==> src/rtl/lru_age_victim.sv <==
module lru_age_victim #(
  parameter int NUM_WAYS  = 4,
  parameter int NUM_SETS  = 256,
  parameter int AGE_W     = 2,
  parameter logic [15:0] LFSR_SEED = 16'hACE1
) (
  input  logic                        clk,
  input  logic                        rst_n,
  input  logic                        touch_valid,
  input  logic [$clog2(NUM_SETS)-1:0] touch_set,
  input  logic [$clog2(NUM_WAYS)-1:0] touch_way,
  input  logic [$clog2(NUM_SETS)-1:0] query_set,
  output logic [$clog2(NUM_WAYS)-1:0] victim_way
);
  localparam int WAY_W = $clog2(NUM_WAYS);
  localparam int SET_W = $clog2(NUM_SETS);
  localparam logic [AGE_W-1:0] AGE_MAX = {AGE_W{1'b1}};

  logic [AGE_W-1:0] age_q [NUM_SETS][NUM_WAYS];
  logic [15:0]      lfsr_q;

  always_ff @(posedge clk) begin
    if (!rst_n) begin
      for (int s = 0; s < NUM_SETS; s++)
        for (int w = 0; w < NUM_WAYS; w++)
          age_q[s][w] <= '0;
    end else if (touch_valid) begin
      for (int w = 0; w < NUM_WAYS; w++) begin
        if (WAY_W'(w) == touch_way)
          age_q[touch_set][w] <= '0;
        else if (age_q[touch_set][w] != AGE_MAX)
          age_q[touch_set][w] <= age_q[touch_set][w] + 1'b1;
      end
    end
  end

  wire lfsr_fb = lfsr_q[15] ^ lfsr_q[13] ^ lfsr_q[12] ^ lfsr_q[10];

  always_ff @(posedge clk) begin
    if (!rst_n) lfsr_q <= LFSR_SEED;
    else        lfsr_q <= {lfsr_q[14:0], lfsr_fb};
  end

  logic [AGE_W-1:0] q_age [NUM_WAYS];
  logic [AGE_W-1:0] max_age;
  logic [NUM_WAYS-1:0] tied;
  logic [WAY_W-1:0] scan_start, scan_idx;
  logic found;

  assign scan_start = lfsr_q[WAY_W-1:0];

  always_comb begin
    max_age = '0;
    for (int w = 0; w < NUM_WAYS; w++) begin
      q_age[w] = age_q[query_set][w];
      if (q_age[w] > max_age) max_age = q_age[w];
    end
    for (int w = 0; w < NUM_WAYS; w++)
      tied[w] = (q_age[w] == max_age);
    victim_way = scan_start;
    found = 1'b0;
    scan_idx = '0;
    for (int i = 0; i < NUM_WAYS; i++) begin
      scan_idx = scan_start + WAY_W'(i);
      if (!found && tied[scan_idx]) begin
        victim_way = scan_idx;
        found = 1'b1;
      end
    end
  end

  logic             prev_v;
  logic [SET_W-1:0] prev_set;
  logic [WAY_W-1:0] prev_way;
  logic [AGE_W-1:0] prev_age [NUM_WAYS];

  always_ff @(posedge clk) begin
    if (!rst_n) prev_v <= 1'b0;
    else        prev_v <= touch_valid;
    prev_set <= touch_set;
    prev_way <= touch_way;
    for (int w = 0; w < NUM_WAYS; w++)
      prev_age[w] <= age_q[touch_set][w];
  end


  touch_clear_chk: assert property (@(posedge clk) disable iff (!rst_n)
    prev_v |-> age_q[prev_set][prev_way] == '0);


  lfsr_live_chk: assert property (@(posedge clk) disable iff (!rst_n)
    lfsr_q != 16'h0000);

  for (genvar g = 0; g < NUM_WAYS; g++) begin : g_chk

    others_age_chk: assert property (@(posedge clk) disable iff (!rst_n)
      (prev_v && prev_way != WAY_W'(g)) |->
        age_q[prev_set][g] == ((prev_age[g] == AGE_MAX) ? AGE_MAX : AGE_W'(prev_age[g] + 1'b1)));

    victim_oldest_chk: assert property (@(posedge clk) disable iff (!rst_n)
      age_q[query_set][victim_way] >= age_q[query_set][g]);
  end
endmodule

==> config.mk <==
export PLATFORM = sky130hd
export DESIGN_NAME = lru_age_victim
export DESIGN_NICKNAME = d
export VERILOG_FILES = /design/src/rtl/lru_age_victim.sv
export SDC_FILE = /design/constraint.sdc
export NUM_CORES = 2
export LEC_CHECK = 0
export BUFFER_PORTS_ARGS = -buffer_cell sky130_fd_sc_hd__buf_2
export CAP_MARGIN = 20
export CORE_MARGIN = 4
export CORE_UTILIZATION = 50
export CTS_BUF_LIST = sky130_fd_sc_hd__clkbuf_8
export CTS_CLUSTER_DIAMETER = 200
export DETAILED_ROUTE_END_ITERATION = 16
export HOLD_SLACK_MARGIN = 0.1
export PLACE_DENSITY_LB_ADDON = 0.12
export SKIP_LAST_GASP = 1
export SYNTH_ARGS = -nofsm -noshare
export SYNTH_HDL_FRONTEND = slang
export SYNTH_SLANG_ARGS = --single-unit
==> constraint.sdc <==
create_clock -name clk -period 12 [get_ports clk]
set_input_delay 2.4 -clock clk [delete_from_list [all_inputs] [get_ports clk]]
set_output_delay 2.4 -clock clk [all_outputs]
set_load 0.05 [all_outputs]
==> flow_summary.ini <==
[logic_synthesis]
synth_warnings = 0
synth_top_family_by_area = multiplexers
synth-edff-count = 2048
synth_compound_area_share_pct = 6.18
synth.net_count = 8687
syn_area_um2 = 116000
ys_ff_latch = 2064
syn_avg_cell_area_um2 = 13.4
async_flop_share_pct = 0
synth-xor-area-share_pct = 0.0529
synth_fa_ha_area_share_pct = 0.151
synthMuxAreaShare_pct = 24.4
synthSimpleGateAreaFrac_pct = 11.1
syn_inst = 8652
synthFlopType = edfxtp_1
yosysSeqAreaShare_pct = 53.4
synth_cell_types = 73

[critical_path]
cp-start-kind = input pin
critPathCaptureType = primary output
r2r_start = age_q[109][5]
cp_slowest_cell = a211oi_1
rrSetupSlack_ns = 6.31
timing.rr.end = age_q[215][4]
worst-path-buf-inv = 8
required_ns = 9.60
arrival_ns = 9.38
reg2reg_depth = 13
worst-path-max-fanout = 64
cp_top_family = compound AO/OA/AOI/OAI gates
critPathKind = input pin to primary output
slowest_delay_ns = 0.96

[layout]
final_area_um2 = 125000
final_util_pct = 54.1
drive_above_1_share_pct = 24.6
syn_to_final_growth_pct = 7.59
nNetsFinal = 8090

[die]
core_area_um2 = 230000
die_y_um = 489
fp.dieArea_um2 = 239000
start_util_pct = 50.3
io_pins = 23
die_w_um = 489
rows = 176

[clock_network]
path_clk_slew_ns = 0.05
cts_tree = built
insertion_delay_ns = 1.17
cts_buffer_depth = 4
cts.htree.levels = 5
hold_buffers = 0
cts_buffers = 381
cts-root-buf = clkbuf_8
cts_sinks = 2064

[global_routing]
grt_max_degree = 241
grt_first_pass_wirelength_um = 588000
globalRouteOverflowTotal = 0
antenna_found_initial = 25
grt_pass1_vias = 79800
grt_usage_pct = 34.2

[timing]
maxSlewHeadroom_pct = 13.3
finalHoldViolations = 0
final.period_utilization_pct = 98.1
slew_violations = 0
min_period_ns = 11.78
max_slew.worst_pin.slew_ns = 1.30
max_freq_mhz = 84.9
fin_worst_skew_ns = 0.125
worst_slack_ns = 0.222
setup_viol = 0
whs_ns = 0.403

[drt]
ant_nets = 0
dr_total_vias = 83700
route.final.wire_length_um = 413000
drcViolationCount = 0
first_pass_iters = 8
vias_per_cell = 7.36
wl_per_cell_um = 36.3
drtIter0Drc = 12500

[worst_hold_path]
holdPathStages = 1
min_path_type = register to register
min_from = lfsr_q[14]
whs_endpoint = lfsr_q[15]

[placement]
place_area_um2 = 118000
io_buffer_count = 22
gp_congestion = 0.944
dp_hpwl_um = 271000
place_ws_ns = -0.0486

[power]
finalPower_uw = 17200
vdd_ir_drop_max_uv = 191
power.leakage_uw = 0.0384
power_density_nw_per_um2 = 138

[job]
maxCapViolCount = 0

[outcome]
status = finished, final reports clean
cell type report:
class,instances,area (um^2)
Antenna cell,25,62.6
Clock buffer,388,5340
Clock inverter,264,1300
Fill cell,18900,106000
Inverter,22,87.6
Multi-Input combinational cell,5260,48800
Sequential cell,2064,61800
Tap cell,3026,3790
Timing Repair Buffer,326,3390
metal layers:
layer	part of all wire, %	global-route usage [%]	vias to the layer above
met3	13	9.45	1046
met1	36	45.8	43100
met4	5.7	16.6	8
met5	0.011	0	-
met2	46	52.0	5874
li1	-	-	33700
timing repair:
item	in CTS	in global routing
pin swaps	0	2
gates resized for setup	2	18
endpoints found under the setup margin	1	2
cloned	0	3
setup buffers	0	1
synth_stat cells (37+ instances only):
cell type	n	area, um^2
nor3_1	2073	10400
edfxtp_1	2048	61500
mux4_2	1194	26900
o21ai_0	1042	5220
clkbuf_1	1007	3780
nand2_1	339	1270
buf_2	163	816
mux2i_1	86	861
buf_1	80	300
a22oi_1	69	518
nor2_1	62	233
buf_4	37	278
layout by cell type, fill, tap and decap left out, drive strengths merged, types with 21 or more instances in the layout:
cell / count
a22oi: 69
inv: 153
mux2: 30
nor3: 2073
a21oi: 21
nand2: 339
buf: 322
clkinv: 120
o21ai: 1044
mux4: 1200
nand3: 33
nand2b: 29
nor2b: 31
nor2: 62
a22o: 26
edfxtp: 2048
clkbuf: 392
mux2i: 86
diode: 25
worst register-to-register path, stage by stage (launching register included):
cell	delay [ns]
edfxtp_1	0.44
mux4_2	0.48
mux4_2	0.54
mux2i_1	0.19
nor2_1	0.09
a21oi_1	0.46
o21ai_0	0.25
nand2_1	0.13
nand4_1	0.12
ha_1	0.24
a211oi_1	0.69
nand2b_4	0.67
buf_12	0.57
nor3_1	0.69
cell families after synthesis:
kind of cell             after synthesis
AND/OR/NAND/NOR                     2633
flip-flops                          2064
buffers and inverters               1328
multiplexers                        1316
AO/OA/AOI/OAI                       1290
adder cells (fa/ha/maj)               14
XOR/XNOR                               7
where the power goes:
part           switching (uW)  leakage, uW  internal, uW
Clock                    3060      0.00386          3170
Sequential                146       0.0213          8150
Combinational            1690       0.0133           940
through the flow:
step / setup TNS (ns) / std cells
floorplan: 0 / 8652
global placement: -0.220 / 10700
detailed placement: -0.0486 / 10700
CTS: 0 / 11300
global route: -0.00194 / 11400
finish: 0 / 11400
worst max-delay path by stage:
| stage | start | to | slack (ns) | cells past startpoint |
|---|---|---|---|---|
| after CTS | query_set[0] | victim_way[0] | 0.03 | 31 |
| after floorplan | query_set[0] | victim_way[0] | 0.02 | 33 |
| final | query_set[1] | victim_way[0] | 0.22 | 27 |
| after detailed placement | query_set[0] | victim_way[0] | -0.05 | 31 |
| after global routing | query_set[1] | victim_way[0] | -0.002 | 27 |
| after global placement | query_set[5] | victim_way[0] | -0.15 | 33 |
registers in the layout, indices dropped and copies added, names as in the netlist:
name,flops
lfsr_q,16
age_q,2048
No activity file was read; power rests on OpenSTA's default activity.
